[src/rtl/pmt_pkg.sv]
package pmt_pkg;

  // Architectural constants shared by the translator submodules.
  localparam int EXT_W      = 2;      // block bits above the page register
  localparam int EXT_LSB    = 4;      // position in the extension register
  localparam int ROMCMP_W   = 6;      // low block bits compared for ROM
  localparam int ROM_FLOOR  = 'h3C;   // first block code redirected to ROM
  localparam int FIX_BLOCK  = 'h3F;   // block used by the pinned window
  localparam int SLOT_W     = 3;      // ROM slot: {cart, segment[1:0]}
  localparam int SEG_W      = 2;

  // Mode register bit positions.
  localparam int MODE_MAP_EN  = 6;
  localparam int MODE_FIX_WIN = 3;

  typedef struct packed {
    logic             map_en;
    logic             fix_win;
    logic [1:0]       rom_mode;
    logic             task_sel;
    logic [EXT_W-1:0] ext_hi;
  } ctl_t;

  // ROM layout table: row = mode, column = block code minus floor.
  function automatic logic [SLOT_W-1:0] rom_slot(input logic [1:0] mode,
                                                 input logic [1:0] col);
    logic [SLOT_W-1:0] s;
    case (mode)
      2'd2:    s = {1'b0, col};
      2'd3:    s = {1'b1, col};
      default: s = col[1] ? {2'b11, col[0]} : {2'b00, col[0]};
    endcase
    return s;
  endfunction

endpackage

[src/rtl/pmt_regs.sv]
module pmt_regs
  import pmt_pkg::*;
#(
  parameter int PREG_W = 8,
  parameter int NPREG  = 16,
  parameter int RA_W   = 5,
  localparam int IDX_MODE = NPREG,
  localparam int IDX_TASK = NPREG + 1,
  localparam int IDX_EXT  = NPREG + 2
) (
  input  logic                          clk,
  input  logic                          rst_n,
  input  logic                          we,
  input  logic [RA_W-1:0]               waddr,
  input  logic [PREG_W-1:0]             wdata,
  output logic [NPREG-1:0][PREG_W-1:0]  page_q,
  output ctl_t                          ctl_q
);

  logic [NPREG-1:0] pg_en;
  logic             mode_en, task_en, ext_en;
  ctl_t             ctl_d;

  // Control register decode and next state.
  always_comb begin
    mode_en = we && (waddr == RA_W'(IDX_MODE));
    task_en = we && (waddr == RA_W'(IDX_TASK));
    ext_en  = we && (waddr == RA_W'(IDX_EXT));
    ctl_d   = ctl_q;
    if (mode_en) begin
      ctl_d.map_en   = wdata[MODE_MAP_EN];
      ctl_d.fix_win  = wdata[MODE_FIX_WIN];
      ctl_d.rom_mode = wdata[1:0];
    end
    if (task_en) ctl_d.task_sel = wdata[0];
    if (ext_en)  ctl_d.ext_hi   = wdata[EXT_LSB +: EXT_W];
  end

  always_ff @(posedge clk or negedge rst_n) begin
    if (!rst_n)                         ctl_q <= '0;
    else if (mode_en || task_en || ext_en) ctl_q <= ctl_d;
  end

  // Page registers, one enable per entry.
  for (genvar g = 0; g < NPREG; g++) begin : g_page
    logic [PREG_W-1:0] d;
    always_comb begin
      pg_en[g] = we && (waddr == RA_W'(g));
      d        = pg_en[g] ? wdata : page_q[g];
    end
    always_ff @(posedge clk or negedge rst_n) begin
      if (!rst_n)        page_q[g] <= '0;
      else if (pg_en[g]) page_q[g] <= d;
    end

    p_page_write_r2: assert property (@(posedge clk) disable iff (!rst_n)
      (we && waddr == RA_W'(g)) |=> (page_q[g] == $past(wdata)));
  end

  p_mode_write_r2: assert property (@(posedge clk) disable iff (!rst_n)
    (we && waddr == RA_W'(IDX_MODE)) |=>
      (ctl_q.map_en == $past(wdata[MODE_MAP_EN]) &&
       ctl_q.rom_mode == $past(wdata[1:0])));

  p_idle_hold_r12: assert property (@(posedge clk) disable iff (!rst_n)
    (!we || waddr > RA_W'(IDX_EXT)) |=> ($stable(ctl_q) && $stable(page_q)));

endmodule

[src/rtl/pmt_page_map.sv]
module pmt_page_map
  import pmt_pkg::*;
#(
  parameter int OFS_W  = 13,
  parameter int PAGE_W = 3,
  parameter int PREG_W = 8,
  localparam int NPAGE = 1 << PAGE_W,
  localparam int NPREG = 2 * NPAGE,
  localparam int VA_W  = PAGE_W + OFS_W,
  localparam int BLK_W = PREG_W + EXT_W,
  localparam int WIN_W = VA_W - 8
) (
  input  logic                          clk,
  input  logic                          rst_n,
  input  logic [VA_W-1:0]               cpu_addr,
  input  logic [NPREG-1:0][PREG_W-1:0]  page_q,
  input  ctl_t                          ctl,
  output logic [BLK_W-1:0]              block,
  output logic                          pinned
);

  localparam logic [WIN_W-1:0] WIN_TAG  = {{(WIN_W-1){1'b1}}, 1'b0};
  localparam int               BYP_BASE = (1 << ROMCMP_W) - NPAGE;

  logic [PAGE_W-1:0]   page;
  logic [PAGE_W:0]     sel_idx;
  logic [PREG_W-1:0]   sel_reg;
  logic [BLK_W-1:0]    mapped_blk, bypass_blk;

  always_comb begin
    page       = cpu_addr[VA_W-1 -: PAGE_W];
    pinned     = ctl.fix_win && (cpu_addr[VA_W-1:8] == WIN_TAG);
    sel_idx    = {ctl.task_sel, page};
    sel_reg    = page_q[sel_idx];
    mapped_blk = {ctl.ext_hi, sel_reg};
    bypass_blk = BLK_W'(BYP_BASE) + BLK_W'(page);
    if (pinned)          block = BLK_W'(FIX_BLOCK);
    else if (ctl.map_en) block = mapped_blk;
    else                 block = bypass_blk;
  end

  p_bypass_low_r3: assert property (@(posedge clk) disable iff (!rst_n)
    (!ctl.map_en && !pinned) |-> (block[BLK_W-1:ROMCMP_W] == '0 &&
                                  block[PAGE_W-1:0] == page));

  p_pin_block_r10: assert property (@(posedge clk) disable iff (!rst_n)
    pinned |-> (block == BLK_W'(FIX_BLOCK)));

endmodule

[src/rtl/pmt_rom_route.sv]
module pmt_rom_route
  import pmt_pkg::*;
#(
  parameter int OFS_W = 13,
  parameter int BLK_W = 10,
  localparam int PA_W    = BLK_W + OFS_W,
  localparam int ROM_A_W = SEG_W + OFS_W
) (
  input  logic               clk,
  input  logic               rst_n,
  input  logic [BLK_W-1:0]   block,
  input  logic [OFS_W-1:0]   offset,
  input  logic               pinned,
  input  logic               all_ram,
  input  logic [1:0]         rom_mode,
  input  logic               cpu_wr,
  output logic [PA_W-1:0]    phys_addr,
  output logic               is_rom,
  output logic               rom_cart,
  output logic [ROM_A_W-1:0] rom_addr,
  output logic               mem_we
);

  logic [ROMCMP_W-1:0] low_code;
  logic                in_rom_zone;
  logic [1:0]          col;
  logic [SLOT_W-1:0]   slot;

  always_comb begin
    low_code    = block[ROMCMP_W-1:0];
    in_rom_zone = (low_code >= ROMCMP_W'(ROM_FLOOR));
    is_rom      = in_rom_zone && !all_ram && !pinned;
    col         = low_code[1:0];
    slot        = rom_slot(rom_mode, col);
    phys_addr   = {block, offset};
    rom_cart    = is_rom && slot[SLOT_W-1];
    rom_addr    = is_rom ? {slot[SEG_W-1:0], offset} : '0;
    mem_we      = cpu_wr && !is_rom;
  end

  p_rom_nowrite_r9: assert property (@(posedge clk) disable iff (!rst_n)
    (is_rom && cpu_wr) |-> !mem_we);

  p_mode3_cart_r7: assert property (@(posedge clk) disable iff (!rst_n)
    (is_rom && rom_mode == 2'd3) |-> rom_cart);

  p_mode2_int_r7: assert property (@(posedge clk) disable iff (!rst_n)
    (rom_mode == 2'd2) |-> !rom_cart);

endmodule

[src/rtl/mem_page_translator.sv]
module mem_page_translator
  import pmt_pkg::*;
#(
  parameter int OFS_W  = 13,
  parameter int PAGE_W = 3,
  parameter int PREG_W = 8,
  parameter int RA_W   = 5,
  localparam int NPAGE   = 1 << PAGE_W,
  localparam int NPREG   = 2 * NPAGE,
  localparam int VA_W    = PAGE_W + OFS_W,
  localparam int BLK_W   = PREG_W + EXT_W,
  localparam int PA_W    = BLK_W + OFS_W,
  localparam int ROM_A_W = SEG_W + OFS_W
) (
  input  logic               clk,
  input  logic               rst_n,
  input  logic               reg_we,
  input  logic [RA_W-1:0]    reg_addr,
  input  logic [PREG_W-1:0]  reg_wdata,
  input  logic [VA_W-1:0]    cpu_addr,
  input  logic               cpu_wr,
  input  logic               all_ram,
  output logic [PA_W-1:0]    phys_addr,
  output logic               is_rom,
  output logic               rom_cart,
  output logic [ROM_A_W-1:0] rom_addr,
  output logic               mem_we
);

  // Reset: asserted asynchronously, released after two clock edges.
  logic [1:0] rst_sync;
  logic       rst_int_n;

  always_ff @(posedge clk or negedge rst_n) begin
    if (!rst_n) rst_sync <= '0;
    else        rst_sync <= {rst_sync[0], 1'b1};
  end
  assign rst_int_n = rst_sync[1];

  logic [NPREG-1:0][PREG_W-1:0] page_q;
  ctl_t                         ctl_q;
  logic [BLK_W-1:0]             block;
  logic                         pinned;

  pmt_regs #(.PREG_W(PREG_W), .NPREG(NPREG), .RA_W(RA_W)) u_regs (
    .clk    (clk),
    .rst_n  (rst_int_n),
    .we     (reg_we),
    .waddr  (reg_addr),
    .wdata  (reg_wdata),
    .page_q (page_q),
    .ctl_q  (ctl_q)
  );

  pmt_page_map #(.OFS_W(OFS_W), .PAGE_W(PAGE_W), .PREG_W(PREG_W)) u_map (
    .clk      (clk),
    .rst_n    (rst_int_n),
    .cpu_addr (cpu_addr),
    .page_q   (page_q),
    .ctl      (ctl_q),
    .block    (block),
    .pinned   (pinned)
  );

  pmt_rom_route #(.OFS_W(OFS_W), .BLK_W(BLK_W)) u_route (
    .clk       (clk),
    .rst_n     (rst_int_n),
    .block     (block),
    .offset    (cpu_addr[OFS_W-1:0]),
    .pinned    (pinned),
    .all_ram   (all_ram),
    .rom_mode  (ctl_q.rom_mode),
    .cpu_wr    (cpu_wr),
    .phys_addr (phys_addr),
    .is_rom    (is_rom),
    .rom_cart  (rom_cart),
    .rom_addr  (rom_addr),
    .mem_we    (mem_we)
  );

  // Cross-module checks between the map and the router.
  p_pinned_ram_r10: assert property (@(posedge clk) disable iff (!rst_int_n)
    pinned |-> !is_rom);

  p_allram_r6: assert property (@(posedge clk) disable iff (!rst_int_n)
    all_ram |-> (!is_rom && mem_we == cpu_wr));

  p_offset_pass_r5: assert property (@(posedge clk) disable iff (!rst_int_n)
    phys_addr[OFS_W-1:0] == cpu_addr[OFS_W-1:0]);

  p_reset_clear_r1: assert property (@(posedge clk)
    !rst_int_n |-> (ctl_q == '0));

endmodule

[config.mk]
export PLATFORM = sky130hd
export DESIGN_NAME = mem_page_translator
export DESIGN_NICKNAME = d
export VERILOG_FILES = /design/src/rtl/pmt_pkg.sv /design/src/rtl/pmt_regs.sv /design/src/rtl/pmt_page_map.sv /design/src/rtl/pmt_rom_route.sv /design/src/rtl/mem_page_translator.sv
export SDC_FILE = /design/constraint.sdc
export NUM_CORES = 1
export LEC_CHECK = 0
export ABC_CLOCK_PERIOD_IN_PS = 7650
export BUFFER_PORTS_ARGS = -buffer_cell sky130_fd_sc_hd__buf_2
export CAP_MARGIN = 30
export CORE_UTILIZATION = 35
export CTS_BUF_LIST = sky130_fd_sc_hd__clkbuf_8
export DETAILED_ROUTE_END_ITERATION = 16
export SETUP_SLACK_MARGIN = 0.02
export SLEW_MARGIN = 40
export SYNTH_ARGS = -nofsm -noshare
export SYNTH_HDL_FRONTEND = slang
export SYNTH_SLANG_ARGS = --single-unit
[constraint.sdc]
create_clock -name clk -period 7.65 [get_ports clk]
set_input_delay 1.1475 -clock clk [delete_from_list [all_inputs] [get_ports clk]]
set_output_delay 1.1475 -clock clk [all_outputs]
set_load 0.02 [all_outputs]
==> reports/results.txt <==
Counting along the longest clock path gives a buffer depth of 2. The tools report the worst vdd rail ir drop as 0.109 mV. In this run the worst path has a maximum fanout of 19. For the post-layout instance count excluding filler cells, the log shows 750. Setup violations remaining at the end of the flow were counted as 0. The number of antenna violations at the first check in global routing came out at 0.

The largest net degree at the start of global routing was 63. STA classifies the critical path startpoint as an input pin. The beginning of the worst register-to-register path was u_regs.ctl_q[2]. The tools report the worst setup path endpoint as rom_cart. The number of hold buffers added after CTS was 0. Number of instances in the synthesized netlist: 444. The logs give 4.01 ns for the signal arrival time at the worst endpoint and 38 for the unique cell type count in the Yosys netlist.

The tools report the element type at the critical path end as an output port. The H-tree generated during clock tree synthesis spans 4 levels. In this run the critical register-to-register path is captured at u_regs.ctl_q[2]. The starting density of the core was 35.6%; the standard cell core area was 18700 um^2. In this run, synthesis produced a sequential element count of 137.

The endpoint required time on the critical path is 6.50 ns. The number of global-route vias before repair was 4099. The critical path in this run is classified as in2out.

Most used flip-flop cell after synthesis: sky130_fd_sc_hd__dfrtp_1. The tool flagged a number of max-cap violations equal to 0. The I/O pin count is 75, and the die outline height is 140 um.

Traced cell by cell, the critical path runs through buf_2 -> buf_4 -> mux4_2 -> nand3_1 -> and3_1 -> o41a_2 -> a2111oi_4 -> buf_2. The number of vias in the routed layout is 3969, and the largest stage delay on the critical path is 0.69 ns. The tools report the final sum of negative setup slack as 0 ns. The most repeated library cell on the critical path was sky130_fd_sc_hd__buf_2.

The repair_antennas step left the layout with diodes totalling 0. Standard cell with the maximum stage delay on the critical path: sky130_fd_sc_hd__o41a_2. The analysis attributes to cell leakage a power of 3.38 nW. The post-route clock skew is 0.0116 ns. The run finished with clean final reports. The count of nets left with antenna violations once routing finished came out at 0. The leftover overflow at the end of global routing was 0; the share of Yosys cell area claimed by the top area cell type was 51.5%. Number of enable-type register cells in the synthesized netlist: 0. Routability-driven placement finished with a final weighted congestion of 0.755. For the first-pass iteration count of the detailed router, the log shows 6. The area growth from synthesis to layout is 13.2%. The average cell area after synthesis works out to 15.0 um^2. The die covers 19600 um^2.

Cells with a size suffix above 1 make up 56.2% of the layout. The logs give 718 for the cell total after placement and 0 for the post-cts gate resize count. Sequential cells were found to cover 51.5% of the synthesized design area. For this design the ratio of total power to cell area is 255 nW/um^2.

Counting the buffers created by CTS gives 17. Summed over all nets, the half-perimeter wirelength after detailed placement is 10.3 mm. TritonCTS built the clock tree.

After detailed routing, the number of vias per cell comes to 5.29. For this block, the initial DRC count from the detailed router was 171. Yosys printed 0 warnings. The tools report the number of nets in the finished design as 537. In this run the worst hold path is classified as reg2async.

After detailed routing, the average wire length per cell comes to 20.1 um. Buffers added to address setup during post-CTS repair amount to 0. Measured in cells, the most critical reg-to-reg path has a length of 2. The floorplan has 50 rows.

The run gives 51.9% as the worst max-slew margin expressed relative to the limit. CTS root buffer: sky130_fd_sc_hd__clkbuf_8. The tree built by TritonCTS fans out to 137 sinks. Setup repair after global routing left no endpoint under its margin. The clock-pin slew on the worst setup and hold paths came out at 0.08 ns. For the finished layout, the period the worst path requires is 5.16 ns. At the pin with the least slew margin, the transition time is 0.719 ns.

Origin of the worst setup path: cpu_addr[13]. The floorplan step set the die width to 140 um. By area the synthesized netlist is led by sky130_fd_sc_hd__dfrtp_1 51%, sky130_fd_sc_hd__mux2_2 21%, sky130_fd_sc_hd__mux4_2 11%.

At the end of the flow the core is filled with cells to 40.3%. The number of pins exceeding their max-slew limit in the final report was 0; the final clock period utilization by the worst path was 67.5%. The final layout contains routed wiring with a total length of 15.1 mm. The global-route usage over all layers was 16.4%; the net count of the mapped netlist was 478.

The first global-routing pass estimated 24.0 mm of wire. Insertion delay to the later sink of the worst-skew pair: 0.43 ns. The largest total area in the synthesized netlist belongs to sky130_fd_sc_hd__dfrtp_1.

The fraction of synthesis flops using an asynchronous set or reset pin was 100%. The synthesized netlist occupies a cell area of 6660 um^2. In the routed design, unresolved DRC markers number 0. The number of port buffers is 74.

The run gives 1699 as the number of fill cells in the layout. Derived from the worst setup path, the maximum achievable clock frequency is 194 MHz. For the number of hold violations in the final report, the log shows 0. For flop-to-flop paths, the worst setup slack is 6.21 ns.
-- per-stage QoR --
stage	cell area, um^2	hold WS [ns]	setup slack (ns)	total power [W]
6_report	7530	0.275	2.49	0.00192
4_1_cts	7530	0.291	2.45	0.00195
3_3_place_gp	7100	0.337	2.34	0.00133
5_1_grt	7530	0.309	2.28	0.00203
3_5_place_dp	7140	0.281	2.47	0.00135
2_1_floorplan	6660	0.331	3.45	0.00125
-- registers in the layout (all words and copies together), names as in the netlist --
register       count
u_regs.page_q    128
u_regs.ctl_q       7
rst_sync           2
-- critical path: cells and delay by family --
| kind | cells | cell delay (ns) |
|---|---|---|
| buffers and inverters | 3 | 1.18 |
| AOI/OAI and AO/OA | 2 | 1.08 |
| and+or+nand+nor | 2 | 0.30 |
| muxes | 1 | 0.28 |
-- per-layer routing --
metal / up-vias / GRT usage, % / routed length, um
met1: 2076 / 22.1 / 7030
met3: 16 / 4.03 / 636
met5: - / 0 / 0
met2: 128 / 26.6 / 7240
met4: 0 / 4.34 / 156
li1: 1749 / - / -
-- power breakdown --
| part | internal, W | switching [W] |
|---|---|---|
| Sequential | 0.000863 | 0.0000769 |
| Clock | 0.000299 | 0.000288 |
| Combinational | 0.000222 | 0.000175 |
-- worst min path at each step --
stage	slack, ns	to
6_report	0.27	u_regs.page_q[95]
5_1_grt	0.31	u_regs.page_q[95]
4_1_cts	0.29	u_regs.page_q[55]
3_5_place_dp	0.28	u_regs.page_q[55]
3_3_place_gp	0.34	rst_sync[1]
2_1_floorplan	0.33	rst_sync[1]
-- placed cells by master (no fill, tap or decap), drive strengths merged, types with 5 or more instances in the layout --
cell and count:
dfrtp 137, mux2 135, buf 80, mux4 35, nand2 25, clkbuf 18, nor3b 16, inv 7
nor2 6, nor2b 6, mux2i 5, and2 5, nor3 5
-- area by class of cell --
type	count	area (um^2)	share of cell area (%)
clock buffer	18	248	3.29
clock inverter	14	148	1.96
inverter	3	11.3	0.149
multi-input combinational	264	2970	39.4
sequential	137	3430	45.5
tap	234	293	3.89
timing repair buffer	80	432	5.73
-- cell usage after synthesis, types with 4 or more instances --
library cell / count
sky130_fd_sc_hd__buf_2: 5
sky130_fd_sc_hd__and2_1: 5
sky130_fd_sc_hd__nor2b_1: 6
sky130_fd_sc_hd__nand2_1: 24
sky130_fd_sc_hd__clkbuf_1: 14
sky130_fd_sc_hd__mux2i_1: 5
sky130_fd_sc_hd__dfrtp_1: 137
sky130_fd_sc_hd__mux2_1: 8
sky130_fd_sc_hd__buf_6: 4
sky130_fd_sc_hd__nand3_1: 4
sky130_fd_sc_hd__buf_4: 13
sky130_fd_sc_hd__mux2_2: 127
sky130_fd_sc_hd__nor3b_1: 8
sky130_fd_sc_hd__nor3b_2: 8
sky130_fd_sc_hd__mux4_2: 33
sky130_fd_sc_hd__nor2_1: 6
-- cells by family after synthesis --
family | synth area share, %
AOI/OAI and AO/OA | 1.50
buffers and inverters | 4.11
DFF | 51.5
muxes | 35.5
other | 0.0563
and+or+nand+nor | 7.31
(Power assumes the default switching activity.)
